**src/rtl/hcell_pkg.sv**
```systemverilog
package hcell_pkg;
  // Strobes sent from the line controller to the cell counters
  typedef struct packed {
    logic advance; // window open: step the cell counters
    logic clear;   // window closed: hold counters at zero
    logic dbl;     // latched double-width mode
  } hcell_strobe_t;
endpackage

```
**src/rtl/hcell_ctrl.sv**
```systemverilog
module hcell_ctrl
  import hcell_pkg::*;
#(
  parameter int POS_W       = 7,
  parameter int RES_W       = 8,
  parameter int CELL_DOTS   = 12,
  parameter int POS_STEP    = 6,
  parameter int POS_OFFSET  = 49,
  parameter int SYNC_STAGES = 2
) (
  input  logic             clk,
  input  logic             rstN,
  input  logic             flybackIn,
  input  logic [POS_W-1:0] posReg,
  input  logic [RES_W-1:0] resReg,
  input  logic             dblWidth,
  input  logic             lastDot,
  output hcell_strobe_t    strobe,
  output logic             dispEn
);
  localparam int CNT_MAX = (2**RES_W - 1) * CELL_DOTS;
  localparam int CNT_W   = $clog2(CNT_MAX + 1);
  localparam int DLY_MAX = (2**POS_W - 1) * POS_STEP + POS_OFFSET;
  localparam int DLY_W   = $clog2(DLY_MAX + 1);
  localparam int CMP_W   = ((CNT_W > DLY_W) ? CNT_W : DLY_W) + 1;
  localparam logic [CMP_W-1:0] K_DOTS   = CMP_W'(CELL_DOTS);
  localparam logic [CMP_W-1:0] K_STEP   = CMP_W'(POS_STEP);
  localparam logic [CMP_W-1:0] K_OFFSET = CMP_W'(POS_OFFSET);

  // Flyback synchronizer plus one extra stage for edge detection
  logic [SYNC_STAGES:0] syncQ;
  logic                 edgeDet;

  always_ff @(posedge clk or negedge rstN) begin
    if (!rstN) syncQ <= '0;
    else       syncQ <= {syncQ[SYNC_STAGES-1:0], flybackIn};
  end

  assign edgeDet = syncQ[SYNC_STAGES-1] & ~syncQ[SYNC_STAGES];

  // Control registers captured on the flyback leading edge
  logic [POS_W-1:0] posQ;
  logic [RES_W-1:0] resQ;
  logic             dblQ;

  always_ff @(posedge clk or negedge rstN) begin
    if (!rstN) begin
      posQ <= '0;
      resQ <= '0;
      dblQ <= 1'b0;
    end else if (edgeDet) begin
      posQ <= posReg;
      resQ <= resReg;
      dblQ <= dblWidth;
    end
  end

  // Line geometry derived from the captured registers
  logic [CMP_W-1:0] lineLen;
  logic [CMP_W-1:0] delayVal;
  logic [CMP_W-1:0] pixNext;
  logic [CNT_W-1:0] pixCnt;
  logic             lineEnd;

  assign lineLen  = CMP_W'(resQ) * K_DOTS;
  assign delayVal = CMP_W'(posQ) * K_STEP + K_OFFSET;
  assign pixNext  = CMP_W'(pixCnt) + CMP_W'(1);
  assign lineEnd  = (pixNext >= lineLen);

  always_ff @(posedge clk or negedge rstN) begin
    if (!rstN)        pixCnt <= '0;
    else if (edgeDet) pixCnt <= '0;
    else if (lineEnd) pixCnt <= '0;
    else              pixCnt <= pixCnt + CNT_W'(1);
  end

  // Window closes after the last dot of the last column
  logic doneQ;

  always_ff @(posedge clk or negedge rstN) begin
    if (!rstN)                   doneQ <= 1'b0;
    else if (edgeDet || lineEnd) doneQ <= 1'b0;
    else if (lastDot)            doneQ <= 1'b1;
  end

  assign dispEn         = (CMP_W'(pixCnt) >= delayVal) && !doneQ;
  assign strobe.advance = dispEn;
  assign strobe.clear   = !dispEn;
  assign strobe.dbl     = dblQ;

  AST_CNT_BOUND: assert property (@(posedge clk) disable iff (!rstN)
    (lineLen == '0) || (CMP_W'(pixCnt) < lineLen)) else $error("pixel count past line end");

  AST_EDGE_RESTART: assert property (@(posedge clk) disable iff (!rstN)
    edgeDet |=> (pixCnt == '0) && !dispEn) else $error("flyback edge did not restart line");

  AST_REG_HOLD: assert property (@(posedge clk) disable iff (!rstN)
    !$past(edgeDet) |-> ($stable(posQ) && $stable(resQ) && $stable(dblQ))) else $error("controls changed without edge");

  AST_LEVEL_ONLY_ONCE: assert property (@(posedge clk) disable iff (!rstN)
    edgeDet |=> !edgeDet) else $error("edge detector fired twice");
endmodule

```
**src/rtl/hcell_dpath.sv**
```systemverilog
module hcell_dpath
  import hcell_pkg::*;
#(
  parameter int CELL_DOTS = 12,
  parameter int COLS      = 30
) (
  input  logic                         clk,
  input  logic                         rstN,
  input  hcell_strobe_t                strobe,
  output logic                         lastDot,
  output logic [$clog2(COLS)-1:0]      colIdx,
  output logic [$clog2(CELL_DOTS)-1:0] dotIdx
);
  localparam int DOT_W = $clog2(CELL_DOTS);
  localparam int COL_W = $clog2(COLS);
  localparam logic [DOT_W-1:0] LAST_DOT = DOT_W'(CELL_DOTS - 1);
  localparam logic [COL_W-1:0] LAST_COL = COL_W'(COLS - 1);

  logic             halfQ;
  logic [DOT_W-1:0] dotQ;
  logic [COL_W-1:0] colQ;
  logic             dotDone;

  // A dot is finished on every clock, or on every second one in double width
  assign dotDone = !strobe.dbl || halfQ;

  always_ff @(posedge clk or negedge rstN) begin
    if (!rstN) begin
      halfQ <= 1'b0;
      dotQ  <= '0;
      colQ  <= '0;
    end else if (strobe.clear) begin
      halfQ <= 1'b0;
      dotQ  <= '0;
      colQ  <= '0;
    end else if (strobe.advance) begin
      if (!dotDone) begin
        halfQ <= 1'b1;
      end else begin
        halfQ <= 1'b0;
        if (dotQ == LAST_DOT) begin
          dotQ <= '0;
          colQ <= (colQ == LAST_COL) ? '0 : colQ + COL_W'(1);
        end else begin
          dotQ <= dotQ + DOT_W'(1);
        end
      end
    end
  end

  assign lastDot = strobe.advance && dotDone && (dotQ == LAST_DOT) && (colQ == LAST_COL);
  assign colIdx  = strobe.advance ? colQ : '0;
  assign dotIdx  = strobe.advance ? dotQ : '0;

  AST_IDX_RANGE: assert property (@(posedge clk) disable iff (!rstN)
    (dotQ <= LAST_DOT) && (colQ <= LAST_COL)) else $error("cell index out of range");

  AST_START_AT_ZERO: assert property (@(posedge clk) disable iff (!rstN)
    $rose(strobe.advance) |-> (dotQ == '0) && (colQ == '0) && !halfQ) else $error("window began mid-cell");

  AST_SINGLE_STEP: assert property (@(posedge clk) disable iff (!rstN)
    (strobe.advance && !strobe.dbl && $past(strobe.advance) && !$past(strobe.dbl)) |-> (dotIdx != $past(dotIdx))) else $error("dot held in single width");

  AST_DOUBLE_HOLD: assert property (@(posedge clk) disable iff (!rstN)
    (strobe.advance && strobe.dbl && halfQ && $past(strobe.advance)) |-> (dotIdx == $past(dotIdx))) else $error("dot not held in double width");

  AST_IDLE_ZERO: assert property (@(posedge clk) disable iff (!rstN)
    !strobe.advance |-> (colIdx == '0) && (dotIdx == '0)) else $error("index nonzero outside window");
endmodule

```
**src/rtl/hcell_timing.sv**
```systemverilog
module hcell_timing
  import hcell_pkg::*;
#(
  parameter int POS_W      = 7,
  parameter int RES_W      = 8,
  parameter int CELL_DOTS  = 12,
  parameter int COLS       = 30,
  parameter int POS_STEP   = 6,
  parameter int POS_OFFSET = 49
) (
  input  logic                         clk,
  input  logic                         rstN,
  input  logic                         flybackIn,
  input  logic [POS_W-1:0]             posReg,
  input  logic [RES_W-1:0]             resReg,
  input  logic                         dblWidth,
  output logic                         dispEn,
  output logic [$clog2(COLS)-1:0]      colIdx,
  output logic [$clog2(CELL_DOTS)-1:0] dotIdx
);
  hcell_strobe_t strobe;
  logic          lastDot;

  hcell_ctrl #(
    .POS_W(POS_W), .RES_W(RES_W), .CELL_DOTS(CELL_DOTS),
    .POS_STEP(POS_STEP), .POS_OFFSET(POS_OFFSET), .SYNC_STAGES(2)
  ) u_ctrl (
    .clk(clk), .rstN(rstN), .flybackIn(flybackIn), .posReg(posReg),
    .resReg(resReg), .dblWidth(dblWidth), .lastDot(lastDot),
    .strobe(strobe), .dispEn(dispEn)
  );

  hcell_dpath #(
    .CELL_DOTS(CELL_DOTS), .COLS(COLS)
  ) u_dpath (
    .clk(clk), .rstN(rstN), .strobe(strobe), .lastDot(lastDot),
    .colIdx(colIdx), .dotIdx(dotIdx)
  );
endmodule

```
**config.mk**
```make
export PLATFORM = sky130hd
export DESIGN_NAME = hcell_timing
export DESIGN_NICKNAME = d
export VERILOG_FILES = /design/src/rtl/hcell_pkg.sv /design/src/rtl/hcell_ctrl.sv /design/src/rtl/hcell_dpath.sv /design/src/rtl/hcell_timing.sv
export SDC_FILE = /design/constraint.sdc
export NUM_CORES = 1
export LEC_CHECK = 0
export ABC_AREA = 1
export BUFFER_PORTS_ARGS = -buffer_cell sky130_fd_sc_hd__buf_2
export CAP_MARGIN = 20
export CORE_ASPECT_RATIO = 0.75
export CORE_UTILIZATION = 50
export CTS_CLUSTER_SIZE = 16
export DETAILED_ROUTE_END_ITERATION = 10
export PLACE_DENSITY_LB_ADDON = 0.05
export SKIP_LAST_GASP = 1
export SLEW_MARGIN = 10
export SYNTH_ARGS = -nofsm -noshare
export SYNTH_HDL_FRONTEND = slang
export SYNTH_SLANG_ARGS = --single-unit
export TNS_END_PERCENT = 5
```
**constraint.sdc**
```tcl
create_clock -name clk -period 2.8 [get_ports clk]
set_clock_uncertainty 0.1 [all_clocks]
set_input_delay 0.14 -clock clk [delete_from_list [all_inputs] [get_ports clk]]
set_output_delay 0.14 -clock clk [all_outputs]
set_load 0.02 [all_outputs]
```
### Word-level counts from Yosys, hierarchy flattened

Index checks and enable logic that the tools add are counted.
W data, S select, Z words.

| word-level totals | value |
|---|---|
| register bits after elaboration | 42 |
| input bits | 19 |
| output and inout port bits | 10 |

| cells by class | value |
|---|---|
| $add $sub $neg | 5 |
| multipliers | 2 |
| $lt $le $gt $ge | 2 |
| equality and inequality tests | 4 |
| multiplexer cells | 15 |
| bitwise logic cells | 2 |
| reduce and logical (&&, ||, !) cells | 10 |

Operator list:

| operator | number |
|---|---|
| $mux W5 | 5 |
| $mux W12 | 2 |
| $mux W4 | 4 |
| $add A12 B1 Y13 const B | 1 |
| $ge A12 B13 Y1 | 1 |
| $ge A13 B12 Y1 | 1 |
| $add A12 B1 Y12 const B | 1 |
| $add A10 B6 Y11 const B | 1 |
| $mul A8 B2 Y10 const B | 1 |
| $mul A7 B2 Y9 const B | 1 |
| $add A5 B1 Y5 const B | 1 |
| $eq A5 B5 Y1 const B | 1 |
| $add A4 B1 Y4 const B | 1 |
| $eq A4 B4 Y1 const B | 1 |
| $logic_and A1 B1 Y1 | 4 |
| $mux W1 | 4 |
| $ne A2 B1 Y1 const B | 2 |
| $logic_not A1 Y1 | 2 |
| $logic_or A1 B1 Y1 | 2 |
| $reduce_and A2 Y1 | 1 |
| $reduce_bool A2 Y1 | 1 |
| $and A1 B1 Y1 | 1 |
| $not A1 Y1 | 1 |

### Depth between registers and ports, before layout

Gate-level depths: netlist (run 1).

| logic depth | value |
|---|---|
| depth after elaboration | 9 |
| depth in mapped cells | 23 |
| mapped depth without buffers | 22 |

### Cells and area by module

From an unflattened synthesis (run 1), not the netlist that was laid out.

| unflattened totals | value |
|---|---|
| cell total of the unflattened synthesis | 395 |
| area, all modules | 3176.8 um^2 |

Modules (own cells, without submodules):

| module | times used | cells an instance | area an instance (um^2) | sequential area each (um^2) |
|---|---|---|---|---|
| hcell_ctrl | 1 | 296 | 2483.6 | 800.8 |
| hcell_dpath | 1 | 99 | 693.2 | 250.2 |

### Least setup slack after synthesis (run 1)

No wires, ideal clock.

| path | value |
|---|---|
| path kind | reg2out |
| start point | reg u_ctrl.posQ[1] |
| end point | out colIdx[0] |
| arrival time | 3.003 ns |
| required time | 2.560 ns |
| setup slack | -0.443 ns |
| cell stages (with the launch flop) | 18 |
| cells stage by stage | dfrtp_1 > ha_1 > fa_1 > xnor2_1 > ha_1 > nor2_1 > nand2_1 > xor2_1 > ha_1 > nand2_1 > inv_1 > nand3_1 > nor2_1 > nand2_1 > nand2_1 > nand2_2 > buf_4 > nor2_1 |

| between the ends | value |
|---|---|
| cells in the longest elaborated chain, start to end | 5 |

Ends and longest elaborated chain:

| item | line | text |
|---|---|---|
| from (decl) | hcell_ctrl.sv:42 | `logic [POS_W-1:0] posQ;` |
| from (signal assigned) | hcell_ctrl.sv:52 | `posQ <= posReg;` |
| $mul A7 B2 Y9 | hcell_ctrl.sv:66 | `assign delayVal = CMP_W'(posQ) * K_STEP + K_OFFSET;` |
| $add A10 B6 Y11 | hcell_ctrl.sv:66 |  |
| $ge A12 B13 Y1 | hcell_ctrl.sv:86 | `assign dispEn = (CMP_W'(pixCnt) >= delayVal) && !doneQ;` |
| $logic_and A1 B1 Y1 | hcell_ctrl.sv:86 |  |
| $mux W5 | hcell_dpath.sv:52 | `assign colIdx = strobe.advance ? colQ : '0;` |
| to (decl) | hcell_timing.sv:18 | `output logic [$clog2(COLS)-1:0] colIdx,` |

Every way passes these cells.

### Final worst setup path (run 1)

| path | value |
|---|---|
| start point | reg u_ctrl.posQ[1] |
| end point | out dotIdx[2] |

| between the ends | value |
|---|---|
| cells in the longest elaborated chain, start to end | 5 |

Ends and longest elaborated chain:

| item | line | text |
|---|---|---|
| $mul A7 B2 Y9 | hcell_ctrl.sv:66 |  |
| $add A10 B6 Y11 | hcell_ctrl.sv:66 |  |
| $ge A12 B13 Y1 | hcell_ctrl.sv:86 |  |
| $logic_and A1 B1 Y1 | hcell_ctrl.sv:86 |  |
| $mux W4 | hcell_dpath.sv:53 | `assign dotIdx = strobe.advance ? dotQ : '0;` |
| to (decl) | hcell_timing.sv:19 | `output logic [$clog2(CELL_DOTS)-1:0] dotIdx` |

Every way passes these cells.

==> flow_summary.yaml, run 1 <==
status:
  outcome: "finished, violations left"
  violations: "negative setup slack"
synth:
  synth.avg_cell_area_um2: 7.97
  synth.distinct_cells: 34
  yosys.cell_count.top_type: "nand2_1"
  ys_warn_count: 0
  syn_nets: 462
  synth-async-reset-ratio: 1.00
  synth.area.top_cells: "dfrtp_1 (33%), ha_1 (16%), nand2_1 (9.0%)"
  netlist_instances: 400
  yosys.area.top_type: "dfrtp_1"
  seq_area_frac_synth: 0.330
  ys_ff_latch: 42
  ys.flop_type: "dfrtp_1"
  synth_commonest_cells: "nand2_1 (76), inv_1 (63), nor2_1 (44)"
  syn_area_um2: 3190
  yosysTopAreaCellShare: 0.330
  synth_edf_count: 0
detailed_routing:
  vias: 2698
  drc: 0
  wl_um: 6550
  first_pass_iters: 4
  ant_nets: 0
  drtIter0Drc: 123
  routedWlPerCell_um: 11.8
  vias_per_cell: 4.86
final_layout:
  fin_nets: 539
  area_growth_syn_to_layout_pct: 28.3
  diodes: 0
  drive_gt1_frac: 0.249
  nFillCells: 490
floorplan:
  rows: 24
  fp.dieArea_um2: 6700
  die_y_um: 71.1
  start_util: 0.533
  die_w_um: 94.2
  ios: 29
  coreArea_um2: 5980
setup_path:
  rrSetupSlack_ns: -0.54
  rr_endpoint: "u_dpath.colQ[3]"
  r2r_start: "u_ctrl.posQ[1]"
  critical_path_class: "flop to output port"
  start_kind: "flop"
  worstRegToRegCells: 16
  required_ns: 2.56
  worstPathMaxFanout: 8
  cp.arrival_ns: 3.26
  crit_path_end_kind: "output port"
  cp-startpoint: "u_ctrl.posQ[1]"
  crit_path_end: "dotIdx[2]"
timing:
  finalCriticalPeriod_ns: 3.50
  fin_crit_sh: 1.25
  tightest_slew_ns: 0.927
  whs_ns: 0.252
  hold_viol: 0
  fin_setup_tns_ns: -13.13
  setup_viol: 33
  finalWorstSetupSlack_ns: -0.704
  max_freq_mhz: 285
  drv_slew: 0
  worst_slew_margin_rel: 0.382
  rsz0062_at_grt: "yes"
placed_design:
  hpwl_um: 4780
  gp_congestion: 0.858
  place_ws_ns: -0.432
  portBuffers: 28
clocking:
  cts_tree: "yes"
  cts_buffers: 5
  htreeDepth: 2
  clock-sinks: 42
  worstSkewPairLatency_ns: 0.30
  path_clk_slew_ns: 0.07
  root_buffer: "clkbuf_8"
  cts.path.max_buffers: 2
job:
  max-cap-violations: 0
power_and_ir_drop:
  vdd_drop_max_mv: 0.378
  power_density_nw_per_um2: 545
  leakage_nw: 2.13
global_route:
  grt.total_usage: 0.216
  grt-ovfl-total: 0
  grt_max_degree: 43
  grt_pass1_vias: 2608
  grt_pass1_wl_um: 11200
  antenna_found_initial: 0
min_path:
  holdPathStages: 0
  hold_path_class: "flop to flop"
sequential cells by signal, indices dropped and copies added, names as in the netlist, 3 cells and up:
name / cells
u_ctrl.syncQ: 3
u_dpath.colQ: 5
u_dpath.dotQ: 4
u_ctrl.pixCnt: 12
u_ctrl.resQ: 8
u_ctrl.posQ: 7
cell usage in the layout (no fill, tap or decap), types with 2 or more instances in the layout:
cell / synthesis / layout
xor2_1: 12 / 12
dfrtp_1: 42 / 41
nand3b_1: 3 / 3
buf_6: 1 / 3
xnor2_1: 7 / 6
clkbuf_8: 0 / 5
o21bai_1: 2 / 2
o21ai_0: 9 / 9
ha_4: 0 / 5
nor2_4: 1 / 4
nand3_2: 1 / 3
nor2_1: 44 / 34
nand2_1: 76 / 71
nor2_2: 12 / 19
nand3_1: 25 / 23
buf_2: 1 / 20
buf_4: 1 / 31
a21oi_2: 0 / 2
a21oi_1: 20 / 18
ha_1: 41 / 36
clkbuf_1: 0 / 2
nand2_2: 1 / 5
nand4_1: 13 / 13
inv_1: 63 / 62
mux2_2: 11 / 11
dlygate4sd3_1: 0 / 18
worst min path at each step:
stage / from / to
floorplan: rstN / u_ctrl.dblQ
global placement: flybackIn / u_ctrl.syncQ[0]
detailed placement: flybackIn / u_ctrl.syncQ[0]
CTS: u_ctrl.syncQ[0] / u_ctrl.syncQ[1]
global route: u_ctrl.syncQ[0] / u_ctrl.syncQ[1]
finish: u_ctrl.syncQ[0] / u_ctrl.syncQ[1]
per-stage QoR:
stage	cell area, µm²	util	total power, mW	cells
final	4090	0.684	2.23	555
after global placement	3610	0.604	1.67	523
after detailed placement	3610	0.604	1.70	523
after floorplan	3230	-	1.43	400
after global routing	4090	0.684	2.43	555
after CTS	3940	0.659	2.11	552
layer usage:
metal / vias to the layer above / share of wire / GRT usage
li1: 1448 / - / -
met1: 1201 / 0.52 / 0.311
met2: 42 / 0.44 / 0.328
met3: 7 / 0.030 / 0.0376
met4: 0 / 0.013 / 0.0718
met5: - / 0 / 0
layout make-up:
cell class | count | area (µm²) | share of cell area
inverters | 64 | 243 | 0.0593
clock buffers | 7 | 76.3 | 0.0187
flip-flops and latches | 42 | 1050 | 0.257
multi-input cells | 290 | 2030 | 0.496
well taps | 78 | 97.6 | 0.0239
repair buffers | 74 | 594 | 0.145
power by group:
group	internal, mW	total [mW]	switching [mW]
sequential	0.664	0.723	0.0590
clock	0.172	0.371	0.199
combinational	0.541	1.14	0.594
total	1.38	2.23	0.852
repair_timing:
item                                    CTS  global route
endpoints found under the setup margin   33            33
pin swaps                                 7            11
hold buffers                             18             0
gates resized for setup                   8            25
buffers inserted                          3             3
gates cloned                              1             0
endpoints found under the hold margin    59             0
kinds of logic (layout without fill, tap and decap cells):
logic type,Yosys count,after routing,synth area share
compound gates,38,38,0.0683
xor+xnor,19,19,0.0522
fa+ha+maj,43,43,0.174
buf+inv,68,145,0.0840
flops,42,42,0.330
mux,11,11,0.0389
simple gates,179,179,0.253
worst max-delay path, cell delays in order (launching register included):
cell and delay, ns:
dfrtp_2 0.44, ha_4 0.18, fa_2 0.44, xnor2_4 0.17
ha_4 0.18, nor2_4 0.11, nand2_1 0.07, xor2_1 0.15
ha_1 0.29, a21oi_1 0.17, nand2_2 0.08, a21oi_2 0.14
nand2_2 0.10, nand2_4 0.11, buf_12 0.14, nor2_2 0.04
buf_4 0.15
Note: power is estimated with default switching activity, not from simulation.
==> run 2, diff against run 1 <==
Settings changed: ABC_AREA 1 to 0.
==> flow_summary.yaml, run 2 <==
setup_path:
  rrSetupSlack_ns: -0.80
  start_kind: "flop"
  r2r_start: "u_ctrl.posQ[1]"
  crit_path_end_kind: "output port"
  worstPathMaxFanout: 9
  crit_path_end: "dotIdx[3]"
  rr_endpoint: "u_dpath.dotQ[2]"
  critical_path_class: "flop to output port"
  cp.arrival_ns: 3.69
  worstRegToRegCells: 16
  cp-startpoint: "u_ctrl.posQ[1]"
  required_ns: 2.56
detailed_routing:
  wl_um: 5870
  vias_per_cell: 5.01
  drc: 0
  routedWlPerCell_um: 12.6
  ant_nets: 0
  drtIter0Drc: 75
  first_pass_iters: 4
  vias: 2338
timing:
  worst_slew_margin_rel: 0.666
  tightest_slew_ns: 0.498
  setup_viol: 33
  drv_slew: 0
  hold_viol: 0
  fin_setup_tns_ns: -22.39
  max_freq_mhz: 255
  rsz0062_at_grt: "yes"
  fin_crit_sh: 1.40
  finalCriticalPeriod_ns: 3.93
  finalWorstSetupSlack_ns: -1.13
synth:
  synth.avg_cell_area_um2: 9.88
  synth_edf_count: 0
  netlist_instances: 304
  ys_warn_count: 0
  synth.distinct_cells: 53
  yosysTopAreaCellShare: 0.350
  syn_area_um2: 3000
  synth-async-reset-ratio: 1.00
  ys_ff_latch: 42
  synth_commonest_cells: "dfrtp_1 (42), ha_1 (41), nor2_1 (28)"
  yosys.cell_count.top_type: "dfrtp_1"
  seq_area_frac_synth: 0.350
  synth.area.top_cells: "dfrtp_1 (35%), ha_1 (17%), mux2_2 (4.9%)"
  yosys.area.top_type: "dfrtp_1"
  syn_nets: 366
  ys.flop_type: "dfrtp_1"
global_route:
  grt_pass1_wl_um: 10500
  grt_pass1_vias: 2343
  grt_max_degree: 43
  antenna_found_initial: 0
  grt.total_usage: 0.204
  grt-ovfl-total: 0
final_layout:
  layout_common_cells: "dfrtp_1 (42), ha_1 (39), buf_4 (35), buf_2 (28), nor2_1 (26)"
  fin_nets: 450
  multi_input_area_um2: 1960
  nFillCells: 486
  top_register: "u_ctrl.pixCnt"
  final_util: 0.673
  design_area_um2: 3900
  largest_reg_flops: 12
  reg.largest.list: "u_ctrl.pixCnt (12), u_ctrl.resQ (8), u_ctrl.posQ (7)"
  seqCellArea_um2: 1050
  area_growth_syn_to_layout_pct: 30.0
  diodes: 0
  drive_gt1_frac: 0.296
  layout_commonest_cell: "dfrtp_1"
power_and_ir_drop:
  leakage_nw: 1.92
  totalPowerFinal_mw: 2.40
  power_density_nw_per_um2: 614
  vdd_drop_max_mv: 0.251
clocking:
  path_clk_slew_ns: 0.09
  cts_buffers: 5
  root_buffer: "clkbuf_8"
  cts_tree: "yes"
  clock-sinks: 42
  htreeDepth: 2
  worstSkewPairLatency_ns: 0.30
  cts.path.max_buffers: 2
floorplan:
  ios: 29
  start_util: 0.518
  die_w_um: 91.5
  rows: 24
  fp.dieArea_um2: 6320
  coreArea_um2: 5800
  die_y_um: 69.1
status:
  violations: "negative setup slack"
  outcome: "finished, violations left"
placed_design:
  portBuffers: 28
  hpwl_um: 4330
  gp_congestion: 0.789
  placed_cell_area_um2: 3530
  place_ws_ns: -0.812
job:
  max-cap-violations: 0
min_path:
  hold_path_class: "input pin to asynchronous set/reset pin"
-- run 2: cell types whose count changed in the layout (fill, tap and decap cells not counted), moves of 7 or more --
cell | previous run | this run
nand3_1 | 23 | 5
nor2_2 | 19 | 1
nor3_1 | 0 | 7
a21o_1 | 1 | 8
inv_1 | 62 | 13
buf_2 | 20 | 28
and2_4 | 0 | 8
nor2_1 | 34 | 26
nor2b_1 | 0 | 14
nand2_1 | 71 | 16
nand4_1 | 13 | 3
-- run 2: cells by family after synthesis --
| kind of cell | count (synthesis) | share of synthesized area |
|---|---|---|
| adder cells (fa/ha/maj) | 43 | 0.184 |
| XOR/XNOR | 22 | 0.0667 |
| AO/OA/AOI/OAI | 60 | 0.139 |
| multiplexers | 13 | 0.0487 |
| buffers and inverters | 19 | 0.0242 |
| flip-flops | 42 | 0.350 |
| AND/OR/NAND/NOR | 105 | 0.188 |
-- run 2: worst min path at each step --
stage,cells after the start,endpoint,startpoint
2_1_floorplan,0,u_ctrl.dblQ,rstN
3_3_place_gp,1,u_ctrl.syncQ[0],flybackIn
3_5_place_dp,1,u_ctrl.syncQ[0],flybackIn
4_1_cts,0,u_ctrl.syncQ[1],u_ctrl.syncQ[0]
5_1_grt,2,u_ctrl.resQ[4],rstN
6_report,2,u_ctrl.resQ[4],rstN
-- run 2: worst max-delay path, stage by stage (launching register included) --
cell and delay, ns:
dfrtp_1 0.41, ha_2 0.21, fa_2 0.40, xor2_2 0.21, nor4b_1 0.09, a2111oi_2 0.33, buf_4 0.17, nand2_2 0.06
nor4b_2 0.26, nor4b_2 0.08, ha_1 0.21, a221oi_2 0.24, o211ai_1 0.14, nand3b_1 0.19, inv_4 0.08, and2_4 0.16
buf_2 0.15
-- run 2: final cells by class --
cell class | count | area share
inverter | 14 | 0.0141
clock buffer | 5 | 0.0176
tap | 78 | 0.0250
timing repair buffer | 82 | 0.155
multi-input combinational | 243 | 0.502
clock inverter | 3 | 0.0176
sequential | 42 | 0.269
-- run 2: where the power goes --
group          switching [mW]  leakage [nW]  total [mW]  internal, mW
clock network           0.223        0.0683       0.581         0.357
logic                   0.502          1.31        1.09         0.587
registers              0.0614         0.541       0.726         0.665
-- run 2: timing repair --
item                                    in CTS  in global routing
hold buffers                                18                  0
endpoints found under the hold margin       59                  0
gates resized for setup                      2                  1
pin swaps                                    0                  3
endpoints found under the setup margin      33                 33
buffers inserted                             0                  1
-- run 2: through the flow --
stage | hold WS (ns) | instances
after detailed placement | 0.155 | 439
after global routing | 0.213 | 467
final | 0.188 | 467
after CTS | 0.270 | 465
after floorplan | -0.256 | 304
after global placement | 0.148 | 439
-- run 2: routing by layer --
metal	share of wire	track usage
met1	0.54	0.286
met2	0.43	0.329
met3	0.023	0.0397
met4	0.0056	0.0423
met5	0	0
